==> src/rtl/relmap_pkg.sv <==
// Package: shared types for the relocatable register-map decoder.
// Assumes an 8-bit register offset and a single space-select flag.
package relmap_pkg;

    typedef enum logic {
        SPACE_IO  = 1'b0,
        SPACE_MEM = 1'b1
    } space_e;

    // Captured attributes of an accepted slave access
    typedef struct packed {
        logic [7:0] ofs;
        logic       lane;
        logic       wr;
    } acc_t;

endpackage

==> src/rtl/relmap_reloc_reg.sv <==
// Relocation state: base byte and space select.
// Assumes the load strobes fire only in the ready cycle of a write, so the
// new value is seen from the next bus cycle on. A nonzero space byte selects
// memory space.
module relmap_reloc_reg
    import relmap_pkg::*;
#(
    parameter int BASE_W = 8
) (
    input  logic              clk,
    input  logic              rst_n,
    input  logic              load_base,
    input  logic              load_space,
    input  logic [BASE_W-1:0] wbyte,
    output logic [BASE_W-1:0] base,
    output space_e            space
);

    // Hold base and space; reset puts the map at I/O address 0
    always_ff @(posedge clk) begin
        if (!rst_n) begin
            base  <= '0;
            space <= SPACE_IO;
        end else begin
            if (load_base)  base  <= wbyte;
            if (load_space) space <= (wbyte != '0) ? SPACE_MEM : SPACE_IO;
        end
    end

endmodule

==> src/rtl/relmap_addr_match.sv <==
// Combinational decode of the bus address against the current map.
// Assumes a 256-byte window per I/O base and a 16-Mbyte window per memory
// base. Only one byte lane may be enabled.
module relmap_addr_match
    import relmap_pkg::*;
#(
    parameter int          ADDR_W   = 32,
    parameter int          IO_W     = 16,
    parameter int          BASE_W   = 8,
    parameter int          OFS_W    = 8,
    parameter int          LANES    = 2,
    parameter logic [7:0]  BLK_LAST = 8'hDB
) (
    input  logic              bus_mio,
    input  logic [ADDR_W-1:1] bus_addr,
    input  logic [LANES-1:0]  bus_be,
    input  logic [BASE_W-1:0] base,
    input  space_e            space,
    output logic              hit,
    output logic [OFS_W-1:0]  ofs,
    output logic              lane
);

    localparam int IO_LO  = IO_W - BASE_W;
    localparam int MEM_LO = ADDR_W - BASE_W;

    logic [LANES-1:0] lane_hot;
    logic             lane_ok;
    logic             io_hit;
    logic             mem_hit;

    // One detector per byte lane: lane l alone is enabled
    for (genvar l = 0; l < LANES; l++) begin : g_lane
        assign lane_hot[l] = (bus_be == LANES'(1 << l));
    end

    // Lane legality and lane index (only lane 1 sets the index bit)
    always_comb begin
        lane_ok = |lane_hot;
        lane    = lane_hot[1];
    end

    // Offset from the low address bits with the lane as bit 0
    always_comb ofs = {bus_addr[OFS_W-1:1], lane};

    // Space-specific base compares
    always_comb begin
        io_hit  = (space == SPACE_IO) && !bus_mio &&
                  (bus_addr[IO_W-1:IO_LO] == base);
        mem_hit = (space == SPACE_MEM) && bus_mio &&
                  (bus_addr[ADDR_W-1:MEM_LO] == base) &&
                  (bus_addr[MEM_LO-1:OFS_W] == '0);
    end

    // Final select: right space, right base, one lane, offset in range
    always_comb hit = (io_hit || mem_hit) && lane_ok && (ofs <= BLK_LAST);

endmodule

==> src/rtl/relmap_cycle_ctl.sv <==
// Access sequencer: captures a selected access and counts the wait states.
// Assumes the bus waits for ready before the next strobe; strobes that
// arrive during an access are dropped.
module relmap_cycle_ctl
    import relmap_pkg::*;
#(
    parameter int WAIT_N = 2
) (
    input  logic clk,
    input  logic rst_n,
    input  logic start,
    input  acc_t acc_in,
    output logic busy,
    output acc_t acc_q,
    output logic rdy
);

    localparam int CNT_W = (WAIT_N > 0) ? $clog2(WAIT_N + 1) : 1;

    // Capture access attributes when an access is accepted
    always_ff @(posedge clk) begin
        if (!rst_n) acc_q <= '0;
        else if (start && !busy) acc_q <= acc_in;
    end

    if (WAIT_N == 0) begin : g_nowait
        // Ready in the first cycle after acceptance
        always_ff @(posedge clk) begin
            if (!rst_n) busy <= 1'b0;
            else if (!busy) busy <= start;
            else busy <= 1'b0;
        end
        assign rdy = busy;
    end else begin : g_wait
        logic [CNT_W-1:0] cnt;
        // Busy flag and wait countdown; ready when the count reaches zero
        always_ff @(posedge clk) begin
            if (!rst_n) begin
                busy <= 1'b0;
                cnt  <= '0;
            end else if (!busy) begin
                busy <= start;
                cnt  <= CNT_W'(WAIT_N);
            end else if (cnt != '0) begin
                cnt <= cnt - 1'b1;
            end else begin
                busy <= 1'b0;
            end
        end
        assign rdy = busy && (cnt == '0);
    end

endmodule

==> src/rtl/relmap_decoder.sv <==
// Top: relocatable register-map decoder.
// Assumes 8-bit slave accesses on lanes 0/1, and that relocation is written
// through the group's own offsets (base at BASE_OFS, space at SPACE_OFS).
module relmap_decoder
    import relmap_pkg::*;
#(
    parameter int          ADDR_W    = 32,
    parameter int          IO_W      = 16,
    parameter int          BASE_W    = 8,
    parameter int          OFS_W     = 8,
    parameter int          WAIT_N    = 2,
    parameter logic [7:0]  BLK_LAST  = 8'hDB,
    parameter logic [7:0]  BASE_OFS  = 8'h7E,
    parameter logic [7:0]  SPACE_OFS = 8'h7F
) (
    input  logic              clk,
    input  logic              rst_n,
    input  logic              bus_ads,
    input  logic              bus_mio,
    input  logic              bus_wr,
    input  logic [ADDR_W-1:1] bus_addr,
    input  logic [1:0]        bus_be,
    input  logic [15:0]       bus_wdata,
    output logic              dec_cs,
    output logic [OFS_W-1:0]  dec_ofs,
    output logic              dec_lane,
    output logic              dec_wr,
    output logic              dec_rdy
);

    logic [BASE_W-1:0] base;
    space_e            space;
    logic              hit;
    logic [OFS_W-1:0]  m_ofs;
    logic              m_lane;
    acc_t              acc_in;
    acc_t              acc_q;
    logic              wr_done;
    logic [BASE_W-1:0] wbyte;

    relmap_addr_match #(
        .ADDR_W(ADDR_W), .IO_W(IO_W), .BASE_W(BASE_W), .OFS_W(OFS_W),
        .LANES(2), .BLK_LAST(BLK_LAST)
    ) match_i (
        .bus_mio (bus_mio),
        .bus_addr(bus_addr),
        .bus_be  (bus_be),
        .base    (base),
        .space   (space),
        .hit     (hit),
        .ofs     (m_ofs),
        .lane    (m_lane)
    );

    // Bundle the attributes of the access being offered
    always_comb acc_in = '{ofs: m_ofs, lane: m_lane, wr: bus_wr};

    relmap_cycle_ctl #(.WAIT_N(WAIT_N)) ctl_i (
        .clk   (clk),
        .rst_n (rst_n),
        .start (bus_ads && hit),
        .acc_in(acc_in),
        .busy  (dec_cs),
        .acc_q (acc_q),
        .rdy   (dec_rdy)
    );

    // Register-file side view of the current access
    always_comb begin
        dec_ofs  = acc_q.ofs;
        dec_lane = acc_q.lane;
        dec_wr   = acc_q.wr;
    end

    // Write completion and byte steering from the active lane
    always_comb begin
        wr_done = dec_rdy && acc_q.wr;
        wbyte   = acc_q.lane ? bus_wdata[15:8] : bus_wdata[7:0];
    end

    relmap_reloc_reg #(.BASE_W(BASE_W)) reloc_i (
        .clk       (clk),
        .rst_n     (rst_n),
        .load_base (wr_done && (acc_q.ofs == BASE_OFS)),
        .load_space(wr_done && (acc_q.ofs == SPACE_OFS)),
        .wbyte     (wbyte),
        .base      (base),
        .space     (space)
    );

endmodule

==> config.mk <==
export PLATFORM = sky130hd
export DESIGN_NAME = relmap_decoder
export DESIGN_NICKNAME = d
export VERILOG_FILES = /design/src/rtl/relmap_pkg.sv /design/src/rtl/relmap_reloc_reg.sv /design/src/rtl/relmap_addr_match.sv /design/src/rtl/relmap_cycle_ctl.sv /design/src/rtl/relmap_decoder.sv
export SDC_FILE = /design/constraint.sdc
export NUM_CORES = 1
export LEC_CHECK = 0
export CORE_MARGIN = 2
export CORE_UTILIZATION = 45
export DETAILED_ROUTE_END_ITERATION = 16
export DONT_BUFFER_PORTS = 1
export GPL_TIMING_DRIVEN = 0
export PLACE_DENSITY = 0.58
export SLEW_MARGIN = 25
export SYNTH_ARGS = -nofsm -noshare
export SYNTH_HDL_FRONTEND = slang
export SYNTH_SLANG_ARGS = --single-unit
==> constraint.sdc <==
create_clock -name clk -period 4.1 [get_ports clk]
set_input_delay 0.82 -clock clk [delete_from_list [all_inputs] [get_ports clk]]
set_output_delay 0.82 -clock clk [all_outputs]
set_load 0.005 [all_outputs]
# == Word level (Yosys, flattened, before mapping) ==
# Index checks and enable logic that the tools add are counted.
# word_totals
output_inout_bits,12
in_bits,54
ff_bits,22
# op_classes
n_lt_le_gt_ge,1
bitwise,1
addsub,1
n_eq_ne,7
mux,6
reduce_logical,22
# ops
cell,count
$eq 8x7->1 const B,2
$eq 8x8->1,2
$logic_not 16->1,1
$logic_and 1x1->1,13
$le 8x8->1 const B,1
$mux 8,1
$reduce_bool 8->1,1
$mux 2,2
$mux 1,3
$eq 2x1->1 const B,1
$eq 2x2->1 const B,1
$logic_not 1->1,2
$logic_not 2->1,1
$ne 2x2->1 const B,1
$reduce_and 2->1,1
$reduce_bool 2->1,1
$reduce_or 2->1,1
$sub 2x1->2 const B,1
$logic_or 1x1->1,1
$not 1->1,1

# == Depth between registers and ports, before layout ==
# logic_depth
word_depth,8
ltp_mapped,7
ltp_nobuf,6

# == Modules after synthesis ==
# A second synthesis with hierarchy kept.
# unflattened
hier_cells,142
area_unflattened_um2,1363.8
# modules_own_cells
mod,n_inst,cells_each,seq_area_each_um2,area_each_um2
relmap_cycle_ctl,1,53,260.2,505.5
relmap_reloc_reg,1,30,180.2,345.3
relmap_addr_match,1,43,0.0,340.3
relmap_decoder,1,16,0.0,172.7

# == Worst setup path before layout ==
# Ideal clock, no wire load.
# synth_timing
path_kind,in2reg
start,in bus_addr[9] in the netlist's numbering
end,reg ctl_i.acc_q[0] (netlist name)
setup_ns,0.117
path_stages,6
arrival_time_ns,2.169
n_path_buf,0
slack_ns,1.814
path_cell_list,or4_4 > nor4_2 > nand4_1 > o21ai_2 > a21oi_2 > a22o_1
# synth_via
elab_chain_cells,7
# synth_rtl
item,line_no,source
"start, declared",relmap_decoder.sv:21,"input logic [ADDR_W-1:1] bus_addr,"
$eq 8x8->1 / $logic_not 16->1 (equally long branches),"relmap_addr_match.sv:49, relmap_addr_match.sv:52",
$logic_and 1x1->1 (on tied branches),"relmap_addr_match.sv:48, relmap_addr_match.sv:51",
$logic_or 1x1->1 (*),relmap_addr_match.sv:56,always_comb hit = (io_hit || mem_hit) && lane_ok && (ofs <= BLK_LAST);
$logic_and 1x1->1 (*) (2 in a row),relmap_addr_match.sv:56,
$logic_and 1x1->1 (*),relmap_decoder.sv:61,".start (bus_ads && hit),"
$logic_and 1x1->1 (*),relmap_cycle_ctl.sv:23,else if (start && !busy) acc_q <= acc_in;
# Mark *: on every way between the ends. The rest lies on a longest branch, timed or not.
# A chain may end at the register's enable or synchronous reset.

# == Worst setup path after layout ==
# layout_timing
start,in bus_addr[9] in the netlist's numbering
end,reg ctl_i.acc_q[8] (netlist name)
# layout_via
elab_chain_cells,7
# layout_rtl
item,line_no
$eq 8x8->1 / $logic_not 16->1 (equally long branches),"relmap_addr_match.sv:49, relmap_addr_match.sv:52"
$logic_and 1x1->1 (on tied branches),"relmap_addr_match.sv:48, relmap_addr_match.sv:51"
$logic_or 1x1->1 (*),relmap_addr_match.sv:56
$logic_and 1x1->1 (*) (2 in a row),relmap_addr_match.sv:56
$logic_and 1x1->1 (*),relmap_decoder.sv:61
$logic_and 1x1->1 (*),relmap_cycle_ctl.sv:23
# Marks and branches as above.

==> impl_metrics.json <==
{
  "outcome": "finished, final reports clean",
  "ctsResizeCount": 0,
  "antenna-diode-count": 0,
  "muxShareOfSynthArea_pct": 7.683,
  "hpwl_mm": 1.857,
  "grt_pass1_vias": 782,
  "synth_edf_count": 0,
  "die_x_um": 52.13,
  "routabilityCongestion": 0.7408,
  "num_rows": 17,
  "crit_buf_inv": 0,
  "via_count": 810,
  "max_cap_viol_count": 0,
  "synth_compound_area_share_pct": 13.81,
  "ys_ff_latch": 21,
  "nets": 168,
  "setup_violations": 0,
  "final_common_cell": "dfxtp_1",
  "pwr-share-seq_pct": 64.6,
  "max_slew_margin_pct": 61.22,
  "synth_cell_types": 35,
  "syn_area_per_cell_um2": 9.650,
  "syn-cell-area_mm2": 0.001042,
  "syn_inst": 108,
  "synth_top_family_by_area": "simple AND/OR/NAND/NOR gates",
  "postRouteAntennaNets": 0,
  "worstPathCellList": "or4_4 > nor4_2 > nand4_1 > o21ai_2 > a21oi_2 > a22o_1",
  "synth_fa_ha_area_share_pct": 1.200,
  "max-vdd-ir-drop_v": 0.0002012,
  "rsz0062_at_grt": "false",
  "clockPowerShare_pct": 30.5,
  "final.min_clock_period_ps": 2107,
  "ys_seq_area_share_pct": 40.34,
  "cts.sinks": 21,
  "yosys.area_share.xor_xnor_pct": 10.92,
  "endpoint_kind": "flip-flop",
  "antenna_found_initial": 0,
  "cts_tree": "yes",
  "io_pins": 66,
  "syn_nets": 163,
  "power.internal_mw": 0.2498,
  "worstPathRequired_ps": 4300,
  "worst_slack_ps": 1993,
  "die_area_mm2": 0.002717,
  "grt_pass1_wl_mm": 3.477,
  "fmax_ghz": 0.4747,
  "arrival_ps": 2310,
  "clock_latency_ps": 290,
  "synth_simple_gate_area_share_pct": 22.81,
  "grt-ovfl-total": 0,
  "cts-buffers-inserted": 3,
  "worstMarginPinSlew_ps": 581.0,
  "grtUsageTotal_pct": 17.79,
  "hold_path.class": "flip-flop to flip-flop",
  "synth.top_cell.area_share_pct": 40.34,
  "ctsHoldBuffers": 0,
  "detail_route.first_pass.iterations": 4,
  "route.detailed.drc": 0,
  "tns_ps": 0,
  "ys_top_cells_by_area": "dfxtp_1, xor2_1, mux2i_1, a22o_1, nor2_1",
  "dpl_cell_area_mm2": 0.001077,
  "critPathSlowestCell": "or4_4",
  "pwr-share-comb_pct": 4.9,
  "synthFlopType": "dfxtp_1",
  "drt_iter0_markers": 14,
  "crit_type": "primary input to flip-flop",
  "synth_top_cell_by_area": "dfxtp_1",
  "grt_max_degree": 12,
  "fp.coreArea_mm2": 0.002191,
  "hold_viol": 0,
  "layout_worst_path_cycle_share_pct": 51.38,
  "power.density_mw_per_mm2": 287.5,
  "crit_family": "simple AND/OR/NAND/NOR gates",
  "cts_setup_buffers": 0,
  "synthArstFlopShare_pct": 0,
  "slew_violations": 0,
  "cts_buffer_depth": 2,
  "place_ws_ps": 1676,
  "cp_max_fo": 9,
  "final_cells": 140,
  "worst_clock_skew_ps": 1.420,
  "layout_common_cells": "dfxtp_1, nor2_1, xor2_1",
  "initial_utilization_pct": 47.57,
  "p_sw_mw": 0.06752,
  "cts-root-buf": "clkbuf_4",
  "p_sw_share_pct": 21.28,
  "die_h_um": 52.13,
  "via_per_inst": 5.786,
  "drive_gt1_share_pct": 8.929,
  "crit_path_start_kind": "primary input",
  "dp_cells": 136,
  "postLayoutCoreUtil_pct": 50.37,
  "portBuffers": 0,
  "p_leak_nw": 0.4176,
  "drt-total-wl_mm": 2.282,
  "max_stage_delay_ps": 510,
  "layout-area-overhead-vs-synth_pct": 5.882,
  "htreeDepth": 1,
  "fin_hold_ws_ps": 503.9,
  "clk_pin_slew_ps": 110,
  "detail_route.wl_per_cell_um": 16.30,
  "stdcell_area_mm2": 0.001104,
  "p_total_mw": 0.3173,
  "yosys_warnings": 0
}
kinds of logic (layout without fill, tap and decap cells):
family,count (synthesis),count (layout)
AOI/OAI and AO/OA,17,17
xor gates and xnor gates,13,13
adders and majority gates,1,1
buffers and inverters,6,10
DFF,21,21
muxes,8,8
and+or+nand+nor,42,42
power groups by stage:
| stage | logic (mW) | registers, mW | clock network, mW |
|---|---|---|---|
| global route | 0.0174 | 0.205 | 0.110 |
| global placement | 0.0150 | 0.210 | 0 |
| floorplan | 0.0126 | 0.210 | 0 |
| detailed placement | 0.0152 | 0.210 | 0 |
| CTS | 0.0154 | 0.205 | 0.101 |
| finish | 0.0154 | 0.205 | 0.0969 |
layer usage:
metal	share of wire, %	up-vias	track usage, %
met2	48	26	25.53
li1	-	403	-
met3	6.5	2	5.172
met4	0.57	0	7.895
met1	45	379	24.42
met5	0	-	0
registers in the layout, indices dropped and copies added, names as in the netlist:
register,cells
reloc_i.base,8
ctl_i.acc_q,9
ctl_i.busy,1
ctl_i.g_wait.cnt,2
reloc_i.space,1
final timing paths:
kind / start / endpoint / slack, ps / depth (start not counted)
max reg2reg: reloc_i.base[7] / ctl_i.acc_q[8] / 2220 / 6
min: ctl_i.g_wait.cnt[1] / ctl_i.g_wait.cnt[1] / 500 / 2
max: bus_addr[9] / ctl_i.acc_q[8] / 1990 / 6
min reg2reg: ctl_i.g_wait.cnt[1] / ctl_i.g_wait.cnt[1] / 500 / 2
worst register-to-register path, delay by kind of cell, from the launching register on:
kind | cells | cell delay (ps)
AOI/OAI and AO/OA | 4 | 920
DFF | 1 | 390
and+or+nand+nor | 1 | 390
buffers and inverters | 1 | 70
cells in the mapped netlist, drive strengths merged, types with 2 or more instances:
library cell   n
nand2          5
mux2i          8
a22o           9
xor2          11
nor4           6
dfxtp         21
and3           2
inv            3
nor3           3
nand4          2
nor2          12
xnor2          2
a21oi          2
nand2b         3
buf            2
nand3          2
layout make-up:
| class | count | area, um^2 |
|---|---|---|
| Buffer | 2 | 18.77 |
| Clock buffer | 4 | 26.28 |
| Fill cell | 215 | 1087 |
| Inverter | 4 | 15.01 |
| Multi-Input combinational cell | 81 | 588.1 |
| Sequential cell | 21 | 420.4 |
| Tap cell | 28 | 35.03 |
Power figures use the tool's default switching activity.
